### config.mk
export PLATFORM = sky130hd
export DESIGN_NAME = sticky_digit_acc
export DESIGN_NICKNAME = d
export VERILOG_FILES = /design/src/rtl/sticky_acc_pkg.sv /design/src/rtl/sticky_acc_ctl.sv /design/src/rtl/sticky_acc_dp.sv /design/src/rtl/sticky_digit_acc.sv
export SDC_FILE = /design/constraint.sdc
export NUM_CORES = 1
export LEC_CHECK = 0
export ABC_CLOCK_PERIOD_IN_PS = 1800
export BUFFER_PORTS_ARGS = -buffer_cell sky130_fd_sc_hd__buf_4
export CORE_UTILIZATION = 30
export CTS_CLUSTER_DIAMETER = 100
export DETAILED_ROUTE_END_ITERATION = 7
export HOLD_SLACK_MARGIN = 0.02
export PLACE_DENSITY = 0.55
export SETUP_SLACK_MARGIN = 0.4
export SLEW_MARGIN = 20
export SYNTH_ARGS = -nofsm -noshare
export SYNTH_HDL_FRONTEND = slang
export SYNTH_SLANG_ARGS = --single-unit
### constraint.sdc
create_clock -name clk -period 1.8 [get_ports clk]
set_clock_uncertainty 0.15 [all_clocks]
set_input_delay 0 -clock clk [delete_from_list [all_inputs] [get_ports clk]]
set_output_delay 0 -clock clk [all_outputs]
set_load 0.01 [all_outputs]
### src/rtl/sticky_acc_pkg.sv
package sticky_acc_pkg;

  typedef enum logic [1:0] {
    PH_IDLE  = 2'd0,
    PH_PREP1 = 2'd1,
    PH_PREP2 = 2'd2,
    PH_RUN   = 2'd3
  } phase_t;

  // strobes from control to datapath
  typedef struct packed {
    logic clearAll;    // restart: capture lz sum, clear flag and count
    logic latchDiff;   // first preparation step: signed difference
    logic latchCount;  // second preparation step: clamp into counter
    logic consume;     // fold one digit and decrement
  } ctlStrobes_t;

endpackage

### src/rtl/sticky_acc_ctl.sv
module sticky_acc_ctl
  import sticky_acc_pkg::*;
(
  input  logic        clk,
  input  logic        rst_n,
  input  logic        load,
  input  logic        digValid,
  input  logic        countZero,
  output ctlStrobes_t stb,
  output logic        done
);

  phase_t phase, phaseNext;

  always_comb begin
    phaseNext = phase;
    if (load) begin
      phaseNext = PH_PREP1;
    end else begin
      unique case (phase)
        PH_IDLE:  phaseNext = PH_IDLE;
        PH_PREP1: phaseNext = PH_PREP2;
        PH_PREP2: phaseNext = PH_RUN;
        PH_RUN:   phaseNext = PH_RUN;
        default:  phaseNext = PH_IDLE;
      endcase
    end
  end

  always_ff @(posedge clk or negedge rst_n) begin
    if (!rst_n) phase <= PH_IDLE;
    else        phase <= phaseNext;
  end

  always_comb begin
    stb.clearAll   = load;
    stb.latchDiff  = !load && (phase == PH_PREP1);
    stb.latchCount = !load && (phase == PH_PREP2);
    stb.consume    = !load && (phase == PH_RUN) && digValid && !countZero;
  end

  assign done = (phase == PH_RUN) && countZero;

endmodule

### src/rtl/sticky_acc_dp.sv
module sticky_acc_dp
  import sticky_acc_pkg::*;
#(
  parameter int P = 16
) (
  input  logic                       clk,
  input  logic                       rst_n,
  input  ctlStrobes_t                stb,
  input  logic [$clog2(P+1)-1:0]     lzA,
  input  logic [$clog2(P+1)-1:0]     lzB,
  input  logic [3:0]                 digit,
  output logic                       countZero,
  output logic                       sticky
);

  localparam int LZW = $clog2(P+1);
  localparam int SW  = LZW + 1;     // width of lzA + lzB
  localparam int DW  = SW + 1;      // signed difference width
  localparam int CW  = $clog2(P+1); // holds up to P-2
  localparam logic signed [DW-1:0] SPAN = DW'(P - 2);

  logic [SW-1:0]        sumReg;
  logic signed [DW-1:0] diffReg;
  logic [CW-1:0]        countReg;
  logic                 stickyReg;
  logic                 digitNz;

  assign digitNz = |digit;

  always_ff @(posedge clk or negedge rst_n) begin
    if (!rst_n) begin
      sumReg    <= '0;
      diffReg   <= '0;
      countReg  <= '0;
      stickyReg <= 1'b0;
    end else if (stb.clearAll) begin
      sumReg    <= SW'(lzA) + SW'(lzB);
      countReg  <= '0;
      stickyReg <= 1'b0;
    end else begin
      if (stb.latchDiff)
        diffReg <= SPAN - $signed({1'b0, sumReg});
      if (stb.latchCount)
        countReg <= diffReg[DW-1] ? '0 : CW'(diffReg);
      if (stb.consume) begin
        countReg  <= countReg - 1'b1;
        stickyReg <= stickyReg | digitNz;
      end
    end
  end

  assign countZero = (countReg == '0);
  assign sticky    = stickyReg;

endmodule

### src/rtl/sticky_digit_acc.sv
module sticky_digit_acc
  import sticky_acc_pkg::*;
#(
  parameter int P = 16
) (
  input  logic                   clk,
  input  logic                   rst_n,
  input  logic                   load,
  input  logic [$clog2(P+1)-1:0] lzA,
  input  logic [$clog2(P+1)-1:0] lzB,
  input  logic                   digValid,
  input  logic [3:0]             digit,
  output logic                   sticky,
  output logic                   done
);

  ctlStrobes_t stb;
  logic        countZero;

  sticky_acc_ctl u_ctl (
    .clk       (clk),
    .rst_n     (rst_n),
    .load      (load),
    .digValid  (digValid),
    .countZero (countZero),
    .stb       (stb),
    .done      (done)
  );

  sticky_acc_dp #(.P(P)) u_dp (
    .clk       (clk),
    .rst_n     (rst_n),
    .stb       (stb),
    .lzA       (lzA),
    .lzB       (lzB),
    .digit     (digit),
    .countZero (countZero),
    .sticky    (sticky)
  );

endmodule

==> results of run 1 <==
[report_power, final]
part | leakage [µW] | switching (µW) | internal, µW | total, µW
Sequential | 0.000248 | 57.9 | 521 | 579
Combinational | 0.000419 | 145 | 197 | 343
Clock | 0.0000288 | 143 | 194 | 337
Total | 0.000696 | 346 | 913 | 1260
[kinds of logic (layout without fill, tap and decap cells)]
family / Yosys count / in the layout / synth area share, %
and+or+nand+nor: 38 / 38 / 20.74
AOI/OAI and AO/OA: 27 / 27 / 15.61
DFF: 20 / 20 / 43.67
buffers and inverters: 13 / 44 / 4.584
adders and majority gates: 8 / 8 / 9.388
xor gates and xnor gates: 4 / 4 / 3.057
muxes: 3 / 3 / 2.947
[stage by stage]
stage / hold WS [ns] / power, µW / area (µm²)
5_1_grt: -0.04237 / 1343 / 1588
6_report: -0.05036 / 1259 / 1588
4_1_cts: -0.06737 / 1259 / 1564
2_1_floorplan: -0.4456 / 780.6 / 1211
3_3_place_gp: -0.2549 / 850.5 / 1374
3_5_place_dp: -0.2535 / 858.6 / 1374
[layer usage]
| layer | vias to the layer above | wire (µm) | global-route usage (%) |
|---|---|---|---|
| met4 | 0 | 0 | 3.693 |
| met1 | 451 | 1058 | 14.96 |
| li1 | 479 | - | - |
| met3 | 0 | 78 | 2.321 |
| met5 | - | 0 | 0 |
| met2 | 18 | 1207 | 23.80 |
[worst min path at each step]
stage / to / startpoint / cells past startpoint
after floorplan: u_ctl.phase[0] / rst_n / 0
after global placement: u_dp.countReg[3] / rst_n / 1
after detailed placement: u_dp.countReg[3] / rst_n / 1
after CTS: u_ctl.phase[1] / load / 2
after global routing: u_dp.countReg[2] / load / 2
final: u_ctl.phase[1] / load / 2
[state kept, by name (all words and copies together), names as in the netlist]
name / flops
u_ctl.phase: 2
u_dp.countReg: 5
u_dp.diffReg: 6
u_dp.sticky: 1
u_dp.sumReg: 6
[Yosys cell counts, types with 2 or more instances]
cell type / instances / area share, %
ha_1: 7 / 7.6
inv_1: 6 / 2.0
a311oi_1: 3 / 2.3
mux2_2: 3 / 2.9
a221oi_1: 2 / 1.5
nand2_1: 9 / 2.9
nand2b_1: 2 / 1.1
xnor2_1: 3 / 2.3
nand4b_1: 2 / 1.5
buf_2: 2 / 0.87
a31oi_1: 4 / 2.2
o211ai_1: 2 / 1.3
clkbuf_1: 3 / 0.98
dfrtp_1: 20 / 44
a21oi_1: 4 / 1.7
nand3_1: 2 / 0.87
nor3b_1: 3 / 2.0
o21ai_0: 7 / 3.1
nor2_1: 5 / 1.6
nor4bb_1: 2 / 1.7
or4b_1: 2 / 1.7
[layout make-up]
cell class                 instances  area share (%)
sequential                        20           31.68
tap                               48           3.783
timing repair buffer              34           17.42
clock buffer                       4           3.467
inverter                           6           1.418
multi-input combinational         80           42.24
[timing repair]
item / in CTS / in global routing
hold endpoints to repair: 30 / 8
resized for setup: 8 / 5
setup buffers: 9 / 0
pin swaps: 6 / 5
setup endpoints to repair: 12 / 8
==> insert_results.sql, run 1 <==
INSERT INTO impl_metrics (metric_group, metric, value, unit) VALUES
('setup_path', 'rrSetupSlack', '0.04', 'ns'),
('cells_and_area', 'num_antenna_cells', '0', ''),
('clocking', 'clock_tree.buffer_depth', '2', ''),
('floorplanning', 'die_width', '63.81', 'µm'),
('floorplanning', 'die_y', '63.81', 'µm'),
('setup_path', 'reg2regPathDepth', '6', ''),
('setup_path', 'critical_path_cell_count', '6', ''),
('detailed_routing', 'detailed_router_s_first_iteration_violation_count', '28', ''),
('synth', 'synth_sequential_area_ratio', '43.67', '%'),
('run', 'max_cap_viol_count', '0', ''),
('timing', 'period_minus_slack', '1.757', 'ns'),
('cells_and_area', 'area_of_the_multi_input_gates', '670.6', 'µm²'),
('grt', 'globalRouteOverflowTotal', '0', ''),
('outcome', 'status', 'finished with violations', ''),
('floorplanning', 'starting_density_of_the_core', '31.31', '%'),
('grt', 'grt_max_degree', '25', ''),
('timing', 'finalHoldViolations', '8', ''),
('clocking', 'worst_setup_hold_path_clk_slew', '0.07', 'ns'),
('floorplanning', 'floorplan.rows', '22', ''),
('detailed_routing', 'drt-pass1-iter-count', '4', ''),
('setup_path', 'crit_path_cell_trace', 'inv_1 -> ha_2 -> or4b_4 -> buf_6 -> or4b_1 -> a31oi_1', ''),
('setup_path', 'timing_worst_setup_path_type', 'flop to flop', ''),
('synth', 'total_of_warnings_raised_by_yosys', '0', ''),
('detailed_routing', 'finalWirelength', '2.344', 'mm'),
('setup_path', 'cp_slowest_cell', 'or4b_4', ''),
('placement', 'detailedPlacementHpwl', '1.655', 'mm'),
('synth', 'synth.distinct_cells', '41', ''),
('placement', 'post-place-ws', '-0.007514', 'ns'),
('cells_and_area', 'most-common-layout-cells', 'buf_4, dfrtp_1, nand2_1, inv_1, o21ai_0', ''),
('cells_and_area', 'areaGrowthSynthToFinish', '38.54', '%'),
('placement', 'gpl.final_weighted_congestion', '0.6887', ''),
('grt', 'grtUsageTotal', '12.88', '%'),
('synth', 'postSynthCellCount', '113', ''),
('detailed_routing', 'vias_per_cell', '4.938', ''),
('hold_path', 'worstHoldPathType', 'input port to flop', ''),
('clocking', 'cts.hold.buffers_added', '4', ''),
('clocking', 'cts.htree.levels', '1', ''),
('grt', 'grt_antenna_before_repair', '0', ''),
('clocking', 'clk-insertion-delay-late', '0.25', 'ns'),
('cells_and_area', 'final_nets', '171', ''),
('grt', 'grt_first_pass_wirelength', '4.153', 'mm'),
('placement', 'port_buffers', '19', ''),
('detailed_routing', 'antenna_violating_nets_post_route', '0', ''),
('setup_path', 'worst_r2r_startpoint', 'u_dp.countReg[1]', ''),
('cells_and_area', 'final_common_cell', 'buf_4', ''),
('timing', 'setup_ws', '0.04287', 'ns'),
('setup_path', 'endpoint_kind', 'flop', ''),
('setup_path', 'path_buf_inv', '2', ''),
('grt', 'grt_pass1_vias', '986', ''),
('cells_and_area', 'n_fill_cell', '346', ''),
('timing', 'worst_hold_slack', '-0.05036', 'ns'),
('setup_path', 'critical-path-max-stage-delay', '0.51', 'ns'),
('setup_path', 'worst-endpoint-arrival', '1.74', 'ns'),
('clocking', 'root_buffer', 'clkbuf_8', ''),
('timing', 'final.period_utilization', '97.62', '%'),
('timing', 'timing.final.max_slew_violations', '0', ''),
('setup_path', 'r2r_end', 'u_dp.countReg[3]', ''),
('setup_path', 'setup.worst_path.start_class', 'flop', ''),
('detailed_routing', 'avgRoutedWirePerCell', '12.21', 'µm'),
('floorplanning', 'io_pins', '20', ''),
('cells_and_area', 'finalNonFillerCells', '192', ''),
('synth', 'postSynthAreaPerCell', '10.14', 'µm²'),
('power_and_ir_drop', 'power.static_leakage', '0.0006957', 'µW'),
('timing', 'timing.setup.tns', '0', 'ns'),
('cells_and_area', 'finish.utilization', '43.37', '%'),
('clocking', 'tritoncts', 'built', ''),
('outcome', 'violated_checks', 'hold timing', ''),
('synth', 'synth-async-reset-ratio', '100.0', '%'),
('detailed_routing', 'num_vias', '948', ''),
('setup_path', 'critPathLaunch', 'u_dp.countReg[1]', ''),
('synth', 'postSynth.topFlopCell', 'dfrtp_1', '');
(Power assumes the default switching activity.)
==> run 2: changes to the inputs <==
--- a/config.mk
+++ b/config.mk
@@ -6,5 +6,5 @@
 export NUM_CORES = 1
 export LEC_CHECK = 0
-export ABC_CLOCK_PERIOD_IN_PS = 1800
+export ABC_CLOCK_PERIOD_IN_PS = 1690
 export BUFFER_PORTS_ARGS = -buffer_cell sky130_fd_sc_hd__buf_4
 export CORE_UTILIZATION = 30
@@ -12,5 +12,5 @@
 export DETAILED_ROUTE_END_ITERATION = 7
 export HOLD_SLACK_MARGIN = 0.02
-export PLACE_DENSITY = 0.55
+export PLACE_DENSITY = 0.53
 export SETUP_SLACK_MARGIN = 0.4
 export SLEW_MARGIN = 20
==> constraint.sdc (replaced) <==
create_clock -name clk -period 1.69 [get_ports clk]
set_clock_uncertainty 0.15 [all_clocks]
set_input_delay 0 -clock clk [delete_from_list [all_inputs] [get_ports clk]]
set_output_delay 0 -clock clk [all_outputs]
set_load 0.05 [all_outputs]
==> run 2 against run 1 <==
Net effect: the flow finishes with violations (hold timing, setup timing); cell count grew 3.1%; critical path type is now flop to output pin; register-to-register slack lost 0.16 ns; sequential share of layout area shrank 1.7 points; flip-flop and latch count is the same; clock power grew 8.9%; count of clock-buffer cells in the layout is the same; largest power group unchanged; worst hold slack gained 0.0064 ns; wire length grew 9.8%; utilization grew 2.5 points.
==> insert_results.sql, run 2 (synthesis results as in run 1) <==
INSERT INTO impl_metrics (metric_group, metric, value, unit) VALUES
('clocking', 'cts.hold.buffers_added', '5', ''),
('cells_and_area', 'areaGrowthSynthToFinish', '46.62', '%'),
('detailed_routing', 'top_layer', 'met4', ''),
('grt', 'grt_pass1_vias', '1061', ''),
('grt', 'grtUsageTotal', '14.73', '%'),
('setup_path', 'cp_slowest_cell', 'or4b_4', ''),
('floorplanning', 'area_of_the_die', '4072', 'µm²'),
('detailed_routing', 'antenna_violating_nets_post_route', '0', ''),
('detailed_routing', 'wl_met1', '1.099', 'mm'),
('power_and_ir_drop', 'power.density', '852.4', 'nW/µm²'),
('outcome', 'violated_checks', 'hold timing, setup timing', ''),
('power_and_ir_drop', 'pwr-share-comb', '30.8', '%'),
('floorplanning', 'die_width', '63.81', 'µm'),
('cells_and_area', 'final_layout_size_suffix_gt1_share', '47.33', '%'),
('hold_path', 'hp-start', 'digit[3]', ''),
('cells_and_area', 'most-common-layout-cells', 'buf_4, dfrtp_1, inv_1, nand2_1', ''),
('hold_path', 'worstHoldPathType', 'input port to flop', ''),
('cells_and_area', 'final_nets', '177', ''),
('power_and_ir_drop', 'p_sw', '416.0', 'µW'),
('cells_and_area', 'area_of_the_multi_input_gates', '708.2', 'µm²'),
('cells_and_area', 'n_fill_cell', '375', ''),
('setup_path', 'setup.worst_path.start_class', 'flop', ''),
('clocking', 'tritoncts', 'built', ''),
('setup_path', 'r2r_end', 'u_dp.countReg[0]', ''),
('detailed_routing', 'num_vias', '993', ''),
('grt', 'globalRouteOverflowTotal', '0', ''),
('detailed_routing', 'total_met3_wirelength_after_detailed_routing', '77', 'µm'),
('setup_path', 'worst-endpoint-arrival', '1.71', 'ns'),
('setup_path', 'timing.critical_path.required', '1.54', 'ns'),
('setup_path', 'timing_worst_setup_path_type', 'flop to output pin', ''),
('floorplanning', 'die_y', '63.81', 'µm'),
('hold_path', 'min_path_cells', '4', ''),
('clocking', 'worst_setup_hold_path_clk_slew', '0.07', 'ns'),
('floorplanning', 'starting_density_of_the_core', '31.31', '%'),
('detailed_routing', 'vias_per_cell', '5.015', ''),
('detailed_routing', 'drt-pass1-iter-count', '4', ''),
('cells_and_area', 'final_common_cell', 'buf_4', ''),
('setup_path', 'rrSetupSlack', '-0.12', 'ns'),
('placement', 'port_buffers', '19', ''),
('setup_path', 'critical-path-max-stage-delay', '0.46', 'ns'),
('timing', 'rsz_0062_raised_after_global_routing', 'yes', ''),
('power_and_ir_drop', 'p_seq_share', '43.5', '%'),
('timing', 'fmax', '536.8', 'MHz'),
('setup_path', 'reg2regPathDepth', '6', ''),
('grt', 'grt_first_pass_wirelength', '4.560', 'mm'),
('timing', 'worst_hold_slack', '-0.04397', 'ns'),
('timing', 'setup_ws', '-0.1728', 'ns'),
('hold_path', 'worstHoldEndpoint', 'u_dp.sticky', ''),
('timing', 'worst_slew_pin_slew', '0.3173', 'ns'),
('power_and_ir_drop', 'power.internal', '1016', 'µW'),
('power_and_ir_drop', 'clockPowerShare', '25.7', '%'),
('cells_and_area', 'layout_top_registers', 'u_dp.diffReg (6), u_dp.sumReg (6), u_dp.countReg (5)', ''),
('setup_path', 'endpoint_kind', 'output pin', ''),
('setup_path', 'critPathMaxFanout', '7', ''),
('timing', 'relSlewSlack', '78.56', '%'),
('setup_path', 'crit_path_cell_trace', 'inv_1 -> ha_2 -> or4b_4 -> buf_6 -> nor2_4 -> buf_6', ''),
('floorplanning', 'io_pins', '20', ''),
('placement', 'detailedPlacementHpwl', '1.785', 'mm'),
('detailed_routing', 'finalWirelength', '2.574', 'mm'),
('outcome', 'status', 'finished with violations', ''),
('cells_and_area', 'finish.utilization', '45.90', '%'),
('timing', 'period_minus_slack', '1.863', 'ns'),
('floorplanning', 'area_of_the_core', '3661', 'µm²'),
('clocking', 'root_buffer', 'clkbuf_8', ''),
('power_and_ir_drop', 'power.static_leakage', '0.0007350', 'µW'),
('clocking', 'clock_tree.buffer_depth', '2', ''),
('detailed_routing', 'drc', '0', ''),
('timing', 'timing.final.max_slew_violations', '0', ''),
('placement', 'gpl.final_weighted_congestion', '0.7630', ''),
('floorplanning', 'floorplan.rows', '22', ''),
('detailed_routing', 'avgRoutedWirePerCell', '13.00', 'µm'),
('timing', 'finalHoldViolations', '1', ''),
('grt', 'grt_max_degree', '21', ''),
('power_and_ir_drop', 'power_switching_share', '29.05', '%'),
('detailed_routing', 'detailed_router_s_first_iteration_violation_count', '17', ''),
('grt', 'grt_antenna_before_repair', '0', ''),
('setup_path', 'worst_r2r_startpoint', 'u_dp.countReg[1]', ''),
('clocking', 'cts_buffers', '3', ''),
('clocking', 'cts.sinks', '20', ''),
('run', 'max_cap_viol_count', '0', ''),
('cells_and_area', 'num_antenna_cells', '0', ''),
('timing', 'timing.setup.tns', '-0.6015', 'ns'),
('timing', 'report.final.setup_viol', '5', ''),
('detailed_routing', 'wl_met2', '1.331', 'mm'),
('timing', 'final.period_utilization', '110.2', '%'),
('power_and_ir_drop', 'ir_drop', '283.3', 'µV'),
('clocking', 'clk-insertion-delay-late', '0.26', 'ns'),
('setup_path', 'critical_path.most_common_cell', 'buf_6', ''),
('clocking', 'cts.htree.levels', '1', ''),
('cells_and_area', 'ff_latch_area', '503.0', 'µm²');
==> run 2: cell types whose count changed in the layout (fill, tap and decap cells not counted), moves of 2 or more <==
cell     previous run  this run
o21ai_0             6         1
o21ai_2             1         5
buf_4              27        30
nand2_1             9         6
nand2_2             0         3
buf_6               3         5
nor3b_2             0         2
==> run 2: worst max-delay path by stage <==
stage / start / slack (ns) / to / cells after the start
3_5_place_dp: u_dp.countReg[1] / -0.13 / u_dp.countReg[1] / 6
3_3_place_gp: u_dp.countReg[1] / -0.05 / u_dp.countReg[1] / 6
5_1_grt: u_dp.countReg[1] / -0.24 / done / 6
6_report: u_dp.countReg[1] / -0.17 / done / 6
4_1_cts: u_dp.countReg[1] / -0.18 / done / 6
2_1_floorplan: u_dp.countReg[0] / -0.06 / u_dp.countReg[0] / 6
==> run 2: critical path: cells and delay by family (launching register included) <==
kind | cells | cell delay, ns
and+or+nand+nor | 2 | 0.54
adders and majority gates | 1 | 0.16
DFF | 1 | 0.39
buffers and inverters | 3 | 0.37
==> run 2: power groups by stage <==
stage / sequential, µW / combinational, µW / clock (µW)
2_1_floorplan: 605 / 255 / 0
3_3_place_gp: 624 / 327 / 0
3_5_place_dp: 627 / 331 / 0
4_1_cts: 618 / 398 / 380
5_1_grt: 635 / 492 / 397
6_report: 624 / 441 / 367
==> run 2: metrics by stage <==
stage | cell area, µm² | total power [µW] | cells | hold WS (ns) | setup WS, ns
floorplan | 1226 | 860.1 | 113 | -0.4456 | -0.06489
CTS | 1614 | 1396 | 195 | -0.05640 | -0.1810
global placement | 1411 | 950.6 | 178 | -0.2542 | -0.05128
finish | 1680 | 1432 | 198 | -0.04397 | -0.1728
global route | 1680 | 1524 | 198 | -0.03495 | -0.2400
detailed placement | 1411 | 958.1 | 178 | -0.2500 | -0.1331
==> run 2: final cells by class <==
cell class                 count  share of cell area, %
sequential                    20                  29.93
clock buffer                   4                  3.276
inverter                       6                  1.340
tap                           48                  3.574
multi-input combinational     80                  42.14
timing repair buffer          40                  19.73
==> run 2: what timing repair did <==
action / 4_1_cts / 5_1_grt
pin swaps: 7 / 7
endpoints found under the setup margin: 13 / 14
resized for setup: 12 / 11
buffers inserted: 8 / 3
endpoints found under the hold margin: 26 / 1
==> run 2: per-layer routing <==
| layer | global-route usage [%] | vias to the layer above |
|---|---|---|
| met5 | 0 | - |
| met4 | 8.523 | 0 |
| met3 | 2.143 | 5 |
| met2 | 26.60 | 21 |
| met1 | 16.27 | 477 |
| li1 | - | 490 |
